===== src/rtl/bypass_pkg.sv =====
package bypass_pkg;

    localparam int OPW = 7;

    localparam logic [OPW-1:0] OPC_ALU   = 7'h33;
    localparam logic [OPW-1:0] OPC_ALUI  = 7'h13;
    localparam logic [OPW-1:0] OPC_LOAD  = 7'h03;
    localparam logic [OPW-1:0] OPC_STORE = 7'h23;
    localparam logic [OPW-1:0] OPC_BR    = 7'h63;
    localparam logic [OPW-1:0] OPC_JAL   = 7'h6F;
    localparam logic [OPW-1:0] OPC_JALR  = 7'h67;

    typedef enum logic [2:0] {
        SRC_RF     = 3'd0,
        SRC_E_ALU  = 3'd1,
        SRC_E_LINK = 3'd2,
        SRC_M_RES  = 3'd3,
        SRC_M_LOAD = 3'd4,
        SRC_W      = 3'd5,
        SRC_ZERO   = 3'd6
    } src_e;

    // Per-opcode usage class
    typedef struct packed {
        logic reads1;
        logic reads2;
        logic wr_fast;   // result available from the ALU in execute
        logic wr_late;   // writes, but not from the execute ALU
        logic is_load;
    } opclass_t;

endpackage


===== src/rtl/op_classify.sv =====
module op_classify
    import bypass_pkg::*;
(
    input  logic [OPW-1:0] op,
    output opclass_t       cls
);
    always_comb begin
        cls = '0;
        case (op)
            OPC_ALU:   begin cls.reads1 = 1'b1; cls.reads2 = 1'b1; cls.wr_fast = 1'b1; end
            OPC_ALUI:  begin cls.reads1 = 1'b1; cls.wr_fast = 1'b1; end
            OPC_LOAD:  begin cls.reads1 = 1'b1; cls.wr_late = 1'b1; cls.is_load = 1'b1; end
            OPC_STORE: begin cls.reads1 = 1'b1; cls.reads2 = 1'b1; end
            OPC_BR:    begin cls.reads1 = 1'b1; cls.reads2 = 1'b1; end
            OPC_JAL:   begin cls.wr_late = 1'b1; end
            OPC_JALR:  begin cls.reads1 = 1'b1; cls.wr_late = 1'b1; end
            default:   cls = '0;
        endcase
    end
endmodule


===== src/rtl/operand_pick.sv =====
module operand_pick
    import bypass_pkg::*;
#(
    parameter int XLEN = 32,
    parameter int RAW  = 5
) (
    input  logic            rd_en,
    input  logic [RAW-1:0]  rs,
    input  logic [XLEN-1:0] rf_val,
    input  logic            e_valid,
    input  opclass_t        e_cls,
    input  logic [RAW-1:0]  e_rd,
    input  logic [XLEN-1:0] e_alu_y,
    input  logic [XLEN-1:0] e_link,
    input  logic            m_valid,
    input  opclass_t        m_cls,
    input  logic [RAW-1:0]  m_rd,
    input  logic [XLEN-1:0] m_result,
    input  logic [XLEN-1:0] m_load_data,
    input  logic            w_valid,
    input  opclass_t        w_cls,
    input  logic [RAW-1:0]  w_rd,
    input  logic [XLEN-1:0] w_wb_data,
    output src_e            sel,
    output logic [XLEN-1:0] val,
    output logic            hazard
);
    logic e_hit, m_hit, w_hit;

    always_comb begin
        e_hit = e_valid && (e_rd == rs) && (e_cls.wr_fast || e_cls.wr_late);
        m_hit = m_valid && (m_rd == rs) && (m_cls.wr_fast || m_cls.wr_late);
        w_hit = w_valid && (w_rd == rs) && (w_cls.wr_fast || w_cls.wr_late);
    end

    // Youngest producer first; x0 is never forwarded
    always_comb begin
        sel    = SRC_RF;
        val    = rf_val;
        hazard = 1'b0;
        if (!rd_en) begin
            sel = SRC_RF;
            val = rf_val;
        end else if (rs == '0) begin
            sel = SRC_ZERO;
            val = '0;
        end else if (e_hit) begin
            if (e_cls.wr_fast) begin
                sel = SRC_E_ALU;
                val = e_alu_y;
            end else if (e_cls.is_load) begin
                hazard = 1'b1;
            end else begin
                sel = SRC_E_LINK;
                val = e_link;
            end
        end else if (m_hit) begin
            if (m_cls.is_load) begin
                sel = SRC_M_LOAD;
                val = m_load_data;
            end else begin
                sel = SRC_M_RES;
                val = m_result;
            end
        end else if (w_hit) begin
            sel = SRC_W;
            val = w_wb_data;
        end
    end
endmodule


===== src/rtl/bypass_ctl.sv =====
module bypass_ctl
    import bypass_pkg::*;
#(
    parameter int XLEN  = 32,
    parameter int NREGS = 32,
    localparam int RAW  = $clog2(NREGS)
) (
    input  logic            clk,
    input  logic            rst_n,
    input  logic            d_valid,
    input  logic [6:0]      d_opcode,
    input  logic [RAW-1:0]  d_rs1,
    input  logic [RAW-1:0]  d_rs2,
    input  logic [XLEN-1:0] d_rf_rs1,
    input  logic [XLEN-1:0] d_rf_rs2,
    input  logic            e_valid,
    input  logic [6:0]      e_opcode,
    input  logic [RAW-1:0]  e_rd,
    input  logic [XLEN-1:0] e_alu_y,
    input  logic [XLEN-1:0] e_link,
    input  logic            m_valid,
    input  logic [6:0]      m_opcode,
    input  logic [RAW-1:0]  m_rd,
    input  logic [XLEN-1:0] m_result,
    input  logic [XLEN-1:0] m_load_data,
    input  logic            w_valid,
    input  logic [6:0]      w_opcode,
    input  logic [RAW-1:0]  w_rd,
    input  logic [XLEN-1:0] w_wb_data,
    output logic [2:0]      sel_a,
    output logic [2:0]      sel_b,
    output logic            stall,
    output logic [XLEN-1:0] opnd_a,
    output logic [XLEN-1:0] opnd_b,
    output logic            issue_valid
);
    localparam int NSTG = 4;   // decode, execute, memory, write-back
    localparam int NOPN = 2;   // operands A and B

    logic [OPW-1:0] stg_op  [NSTG];
    opclass_t       stg_cls [NSTG];

    assign stg_op[0] = d_opcode;
    assign stg_op[1] = e_opcode;
    assign stg_op[2] = m_opcode;
    assign stg_op[3] = w_opcode;

    for (genvar s = 0; s < NSTG; s++) begin : g_cls
        op_classify u_cls (
            .op  (stg_op[s]),
            .cls (stg_cls[s])
        );
    end

    logic [RAW-1:0]  pk_rs  [NOPN];
    logic            pk_en  [NOPN];
    logic [XLEN-1:0] pk_rf  [NOPN];
    src_e            pk_sel [NOPN];
    logic [XLEN-1:0] pk_val [NOPN];
    logic [NOPN-1:0] pk_haz;

    assign pk_rs[0] = d_rs1;
    assign pk_rs[1] = d_rs2;
    assign pk_en[0] = stg_cls[0].reads1;
    assign pk_en[1] = stg_cls[0].reads2;
    assign pk_rf[0] = d_rf_rs1;
    assign pk_rf[1] = d_rf_rs2;

    for (genvar i = 0; i < NOPN; i++) begin : g_pick
        operand_pick #(.XLEN(XLEN), .RAW(RAW)) u_pick (
            .rd_en       (pk_en[i]),
            .rs          (pk_rs[i]),
            .rf_val      (pk_rf[i]),
            .e_valid     (e_valid),
            .e_cls       (stg_cls[1]),
            .e_rd        (e_rd),
            .e_alu_y     (e_alu_y),
            .e_link      (e_link),
            .m_valid     (m_valid),
            .m_cls       (stg_cls[2]),
            .m_rd        (m_rd),
            .m_result    (m_result),
            .m_load_data (m_load_data),
            .w_valid     (w_valid),
            .w_cls       (stg_cls[3]),
            .w_rd        (w_rd),
            .w_wb_data   (w_wb_data),
            .sel         (pk_sel[i]),
            .val         (pk_val[i]),
            .hazard      (pk_haz[i])
        );
    end

    assign stall = d_valid && (|pk_haz);
    assign sel_a = pk_sel[0];
    assign sel_b = pk_sel[1];

    typedef struct packed {
        logic            issue;
        logic [XLEN-1:0] a;
        logic [XLEN-1:0] b;
    } ex_in_t;

    ex_in_t st_d, st_q;

    always_comb begin
        st_d       = st_q;
        st_d.issue = d_valid && !stall;
        if (d_valid && !stall) begin
            st_d.a = pk_val[0];
            st_d.b = pk_val[1];
        end
    end

    always_ff @(posedge clk or negedge rst_n) begin
        if (!rst_n) st_q <= '0;
        else        st_q <= st_d;
    end

    assign opnd_a      = st_q.a;
    assign opnd_b      = st_q.b;
    assign issue_valid = st_q.issue;

    // Checks
    assert_stall_cause_R4: assert property (@(posedge clk) disable iff (!rst_n)
        stall |-> (e_valid && e_opcode == OPC_LOAD && d_valid));

    assert_ealu_src_R2: assert property (@(posedge clk) disable iff (!rst_n)
        (sel_a == SRC_E_ALU) |-> (e_valid && (e_opcode == OPC_ALU || e_opcode == OPC_ALUI)));

    assert_x0_src_R8: assert property (@(posedge clk) disable iff (!rst_n)
        (d_rs1 == '0) |-> (sel_a == SRC_RF || sel_a == SRC_ZERO));

    assert_issue_R10: assert property (@(posedge clk) disable iff (!rst_n)
        (d_valid && !stall) |=> issue_valid);

    assert_bubble_R11: assert property (@(posedge clk) disable iff (!rst_n)
        stall |=> !issue_valid);

    assert_hold_R11: assert property (@(posedge clk) disable iff (!rst_n)
        stall |=> ($stable(opnd_a) && $stable(opnd_b)));
endmodule


===== config.mk =====
export PLATFORM = sky130hd
export DESIGN_NAME = bypass_ctl
export DESIGN_NICKNAME = d
export VERILOG_FILES = /design/src/rtl/bypass_pkg.sv /design/src/rtl/op_classify.sv /design/src/rtl/operand_pick.sv /design/src/rtl/bypass_ctl.sv
export SDC_FILE = /design/constraint.sdc
export NUM_CORES = 1
export LEC_CHECK = 0
export BUFFER_PORTS_ARGS = -buffer_cell sky130_fd_sc_hd__buf_2
export CAP_MARGIN = 40
export CORE_MARGIN = 2
export CORE_UTILIZATION = 35
export DETAILED_ROUTE_END_ITERATION = 8
export SLEW_MARGIN = 20
export SYNTH_ARGS = -nofsm -noshare
export SYNTH_HDL_FRONTEND = slang
export SYNTH_SLANG_ARGS = --single-unit

===== constraint.sdc =====
create_clock -name clk -period 3.3 [get_ports clk]
set_input_delay 0.66 -clock clk [delete_from_list [all_inputs] [get_ports clk]]
set_output_delay 0.66 -clock clk [all_outputs]
set_load 0.1 [all_outputs]

==> After elaboration in Yosys (flattened, before gate mapping) <==
Cells that the tools add are included.
{ "classes": {"n_eq_ne": 27, "muxes": 46, "reduce_logical": 29} }
{ "ops": {"columns": ["op", "n"], "rows": [
  ["$mux W32", 15],
  ["$eq A7 B7 Y1 const B", 8],
  ["$eq A7 B6 Y1 const B", 5],
  ["$mux W3", 11],
  ["$eq A5 B5 Y1", 6],
  ["$eq A7 B2 Y1 const B", 4],
  ["$eq A7 B5 Y1 const B", 4],
  ["$mux W1", 18],
  ["$logic_and A1 B1 Y1", 14],
  ["$reduce_or A3 Y1", 4],
  ["$logic_not A5 Y1", 2],
  ["$reduce_or A2 Y1", 4],
  ["$reduce_or A6 Y1", 1],
  ["$mux W2", 2],
  ["$logic_or A1 B1 Y1", 3],
  ["$logic_not A1 Y1", 1]
]} }
{ "totals": {"ff_bits": 65, "in_bits": 283, "output_inout_bits": 72, "word_cells": 105} }

==> Logic depth before layout (Yosys ltp) <==
{ "logic_depth": {"ltp_word": 12, "depth_mapped": 9, "ltp_nobuf": 7} }

==> Modules after synthesis <==
A second synthesis with hierarchy kept.
{ "unflattened": {"cells_unflattened": 1010, "area_unflattened_um2": 8271.7} }
{ "by_module_without_submodules": {"columns": ["module", "n_inst", "cells_per_inst", "area_each_um2", "seq_area_each_um2"], "rows": [
  ["operand_pick", 2, 410, 2741.4, 0.0],
  ["bypass_ctl", 1, 138, 2458.6, 1626.6],
  ["op_classify", 4, 13, 82.6, 0.0]
]} }

==> Worst setup path before layout <==
OpenSTA, ideal clock, no wires.
{ "synth_path": {"path_type": "input port to output port", "startpoint": "input m_opcode[3]", "endpoint": "output sel_a[0]", "arrival_time_ps": 4064, "required_ps": 2640, "setup_slack_ps": -1424, "path_stages": 8, "n_path_buf": 2, "path_cell_list": "or3_1 nor3_1 o211ai_1 clkbuf_1 buf_2 a32oi_1 a21oi_1 nor3_1"} }
{ "synth_between": {"elab_chain_cells": 9} }
{ "synth_lines": {"columns": ["element", "line_no", "text"], "rows": [
  ["start: declaration", "bypass_ctl.sv:22", "input logic [6:0] m_opcode,"],
  ["$eq A7 B7 Y1, or another cell as far along", "op_classify.sv:9", "case (op)"],
  ["$reduce_or A3 Y1 (no line) / $reduce_or A2 Y1 (equally long branches)", null, null],
  ["$mux W1", "op_classify.sv:9", null],
  ["$logic_or A1 B1 Y1", "operand_pick.sv:32", "m_hit = m_valid && (m_rd == rs) && (m_cls.wr_fast || m_cls.wr_late);"],
  ["$logic_and A1 B1 Y1", "operand_pick.sv:32", null],
  ["$mux W3 (*)", "operand_pick.sv:57", "end else if (m_hit) begin"],
  ["$mux W3 (*)", "operand_pick.sv:47", "end else if (e_hit) begin"],
  ["$mux W3 (*)", "operand_pick.sv:44", "end else if (rs == '0) begin"],
  ["$mux W3 (*)", "operand_pick.sv:41", "if (!rd_en) begin"],
  ["end: declaration", "bypass_ctl.sv:30", "output logic [2:0] sel_a,"]
]} }
Every way passes the cells marked *; elsewhere a longest branch is shown, timed or not.

==> Worst setup path after layout <==
{ "layout_path": {"startpoint": "input e_opcode[3]", "endpoint": "output sel_b[0]"} }
{ "layout_between": {"elab_chain_cells": 8} }
{ "layout_lines": {"columns": ["element", "line_no", "text"], "rows": [
  ["start: declaration", "bypass_ctl.sv:17", "input logic [6:0] e_opcode,"],
  ["$eq A7 B7 Y1, or another cell as far along", "op_classify.sv:9", null],
  ["$reduce_or A3 Y1 (no line) / $reduce_or A2 Y1 (equally long branches)", null, null],
  ["$mux W1", "op_classify.sv:9", null],
  ["$logic_or A1 B1 Y1", "operand_pick.sv:31", "e_hit = e_valid && (e_rd == rs) && (e_cls.wr_fast || e_cls.wr_late);"],
  ["$logic_and A1 B1 Y1", "operand_pick.sv:31", null],
  ["$mux W3 (*)", "operand_pick.sv:47", null],
  ["$mux W3 (*)", "operand_pick.sv:44", null],
  ["$mux W3 (*)", "operand_pick.sv:41", null],
  ["end: declaration", "bypass_ctl.sv:31", "output logic [2:0] sel_b,"]
]} }
Marks and branches as above.

==> reports/results.md <==
| Item | Reported |
| --- | --- |
| Count of final max-slew check failures | 0 |
| Post-Synthesis Cells | 888 |
| Average wire per standard cell | 22.56 um |
| Internal | 1.886 mW |
| Die Span Y | 148.9 um |
| Number of cells in the design after placement | 1,472 |
| Number of maximum-capacitance violations | 0 |
| FMAX | 0.3127 GHz |
| Residual DRC count | 0 |
| Number of nets in the layout | 1,491 |
| Number of global-route vias before repair | 8,613 |
| Critical Path Source Type | input pin |
| CP startpoint | e_opcode[3] |
| Final worst slack | 0.1019 ns |
| Share of the clock period used by the worst path after layout | 96.91% |
| Length in cells of the worst reg-to-reg path | 1 |
| Count of nets left with antenna violations after detail routing | 0 |
| Rows | 53 |
| Core Util, Final | 48.20% |
| Prevailing post-synth register cell | sky130_fd_sc_hd__dfrtp_1 |
| Post-cts sizing count | 0 |
| Power density over the cells | 333.5 nW/um^2 |
| Total congestion overflow after global routing | 0 |
| TritonCTS clock tree | built |
| Critical Path Sink Type | output pin |
| Fraction of synthesis flops using an asynchronous set or reset pin | 100.0% |
| Num Clock Sinks | 65 |
| Latest clock arrival within the worst-skew pair | 0.34 ns |
| Leading area contributor after synthesis | sky130_fd_sc_hd__dfrtp_1 |
| Hold Violations, Final | 0 |
| Commonest cells in the netlist | sky130_fd_sc_hd__o21ai_0, sky130_fd_sc_hd__a21oi_1, sky130_fd_sc_hd__mux2i_1 |
| Number of standard cells in the final layout excluding fillers | 1,493 |
| Maximum clock path buffer count | 2 |
| Global placer's final weighted congestion | 0.8789 |
| Post-synthesis area per instance | 8.278 sq um |
| Peak supply drop | 250.5 uV |
| Filler Cell Count | 2,089 |
| Post-detail-place hpwl | 24,000 um |
| Synth-to-Final Area Change | 36.54% |
| Vias/cell | 5.964 |
| Syn Nets | 1,171 |
| Library cell with the highest instance count after synthesis | sky130_fd_sc_hd__o21ai_0 |
| Combinational share of power | 41.9% |
| Fraction of power spent switching nets | 43.67% |
| Synthesized-area fraction occupied by xor and xnor cells | 3.574% |
| Pin count of the biggest net entering global routing | 66 |
| Worst Path Max Fanout | 5 |
| Overall track demand over capacity in global routing | 29.23% |
| Fraction of synthesized cell area taken by the top area cell type | 22.13% |
| Simple-Gate Fraction of Synth Area | 15.32% |
| Reg-to-reg critical path startpoint | opnd_b[6] |
| FF-to-FF End | opnd_b[6] |
| Worst-margin pin slew | 0.6901 ns |
| Biggest area contributors in the synthesized netlist | sky130_fd_sc_hd__dfrtp_1, sky130_fd_sc_hd__mux2i_1, sky130_fd_sc_hd__a221o_1 |
| Synth Register Bits | 65 |
| Worst setup slack before clock tree synthesis | 0.1340 ns |
| Hold Buf Count CTS | 0 |
| Time the final worst path needs with I/O delays and setup | 3.198 ns |
| Final setup violation count | 0 |
| Core outline area | 20,820 sq um |
| Yosys warning count | 0 |
| CTS H-tree lvls | 3 |
| Sum of internal, switching and leakage power | 3.348 mW |
| Combinational family with the most area after synthesis | compound AO/OA/AOI/OAI gates |
| Kind of critical path | input pin to output pin |
| Clock transition at the registers of the reported paths | 0.06 ns |
| Post-Place Cell Area | 9719 sq um |
| Data required, critical path | 2.64 ns |
| Wire length of the first global-routing pass | 49,640 um |
| Root buffer cell | sky130_fd_sc_hd__clkbuf_16 |
| Layout cell share with drive strength beyond 1 | 39.65% |
| Num CTS Buffers | 9 |
| Post-CTS Setup Bufs | 0 |
| Die Wd | 148.9 um |
| Mux cell area share after synthesis | 14.16% |
| Wirelength, routed | 33,680 um |
| Portion of total power attributed to sequential cells | 27.5% |
| 1st-iter DRT viols | 582 |
| Footprint of the multi-input gates | 5464 sq um |
| Total number of vias | 8,904 |
| Effective utilization at floorplan | 35.30% |
| Initial antenna violation count | 5 |
| Hold crit path type | input pin to asynchronous set/reset pin |
| Run status | finished, final reports clean |
| Leakage dissipation | 4.610 nW |
| Number of flops mapped to enable cells by yosys | 0 |
| Compound-gate portion of the synthesized area | 39.15% |
| Sequential-to-total area share from yosys stat | 22.13% |
| Cell Area, Synth | 7351 sq um |
| Area taken by flip-flops and latches | 1627 sq um |
| Clock power frac | 30.6% |
| RSZ-0062 raised after global routing | false |
| Die area | 22,180 sq um |
| Worst max-slew margin expressed relative to the limit | 53.99% |
| Switching power | 1.462 mW |
| Total iterations of the first detailed-routing run | 5 |
| Distinct cells, synth | 57 |
| Io pins | 355 |
| Port Buffers | 354 |
| Reg2Reg Setup Slack | 2.45 ns |
| Post-synthesis share of cell area spent on full adders, half adders and majority gates | 0% |
| Setup skew after layout | 0 ns |
| Worst EP arrival | 2.54 ns |
| Design area | 10,040 sq um |
-- registers in the layout, summed over array words and instances (netlist names) --
| signal | flops |
|---|---|
| issue_valid | 1 |
| opnd_a | 32 |
| opnd_b | 32 |
-- layer usage --
| layer | global-route usage (%) | vias up | share of wire (%) |
|---|---|---|---|
| li1 | - | 4142 | - |
| met1 | 37.99 | 4247 | 43 |
| met2 | 48.89 | 452 | 48 |
| met3 | 3.976 | 63 | 6.6 |
| met4 | 12.00 | 0 | 2.7 |
| met5 | 0 | - | 0 |
-- power by group through the flow --
| stage | clock [mW] | combinational, mW | sequential (mW) |
|---|---|---|---|
| after floorplan | 0 | 0.375 | 1.50 |
| after global placement | 0 | 1.39 | 0.934 |
| after detailed placement | 0 | 1.40 | 0.934 |
| after CTS | 1.04 | 1.40 | 0.921 |
| after global routing | 1.06 | 1.48 | 0.929 |
| final | 1.02 | 1.40 | 0.921 |
-- final cells by class --
cell class	count	area share, %
repair buffers	400	22.61
well taps	275	3.428
multi-input cells	728	54.44
diodes	5	0.1247
inverters	4	0.1496
clock inverters	6	0.6607
clock buffers	10	2.381
flip-flops and latches	65	16.21
-- per-stage QoR --
stage	TNS [ns]	hold WS (ns)
after floorplan	-0.2167	0.3644
after global placement	0	0.4911
after detailed placement	0	0.4932
after CTS	0	0.2498
after global routing	0	0.2753
final	0	0.2530
-- how the worst max path moves through the flow --
stage                          end  slack (ns)
after floorplan           sel_a[0]       -0.14
after global placement    sel_b[0]        0.15
after detailed placement  sel_b[0]        0.13
after CTS                 sel_b[0]        0.13
after global routing      sel_a[0]       0.008
final                     sel_b[0]        0.10
-- layout by cell type (no fill, tap or decap), drive strengths merged, types with 4 or more instances in the layout --
cell type and instances:
nor3 9, inv 5, mux2 32, and3 4, a21oi 72, diode 5, clkbuf 10, xnor2 10
or4 32, or3 4, a41oi 31, buf 400, nand2 45, dfrtp 65, o21a 60, o21ai 94
nand2b 33, xor2 20, o2bb2ai 32, nor2 50, a221o 64, o22a 31, mux2i 68
-- critical path: stages --
cell and delay, ns:
sky130_fd_sc_hd__buf_2 0.10, sky130_fd_sc_hd__nor3_2 0.50, sky130_fd_sc_hd__and3_1 0.30, sky130_fd_sc_hd__o2111ai_1 0.22
sky130_fd_sc_hd__nor2_1 0.22, sky130_fd_sc_hd__a21oi_2 0.06, sky130_fd_sc_hd__nor3_4 0.26, sky130_fd_sc_hd__buf_12 0.21
-- logic make-up (layout without fill, tap and decap cells) --
logic type | Yosys count | count (layout)
flip-flops | 65 | 65
AND/OR/NAND/NOR | 200 | 200
buffers and inverters | 95 | 420
XOR/XNOR | 30 | 30
other | 0 | 5
AO/OA/AOI/OAI | 398 | 398
multiplexers | 100 | 100
(Power assumes the default switching activity.)
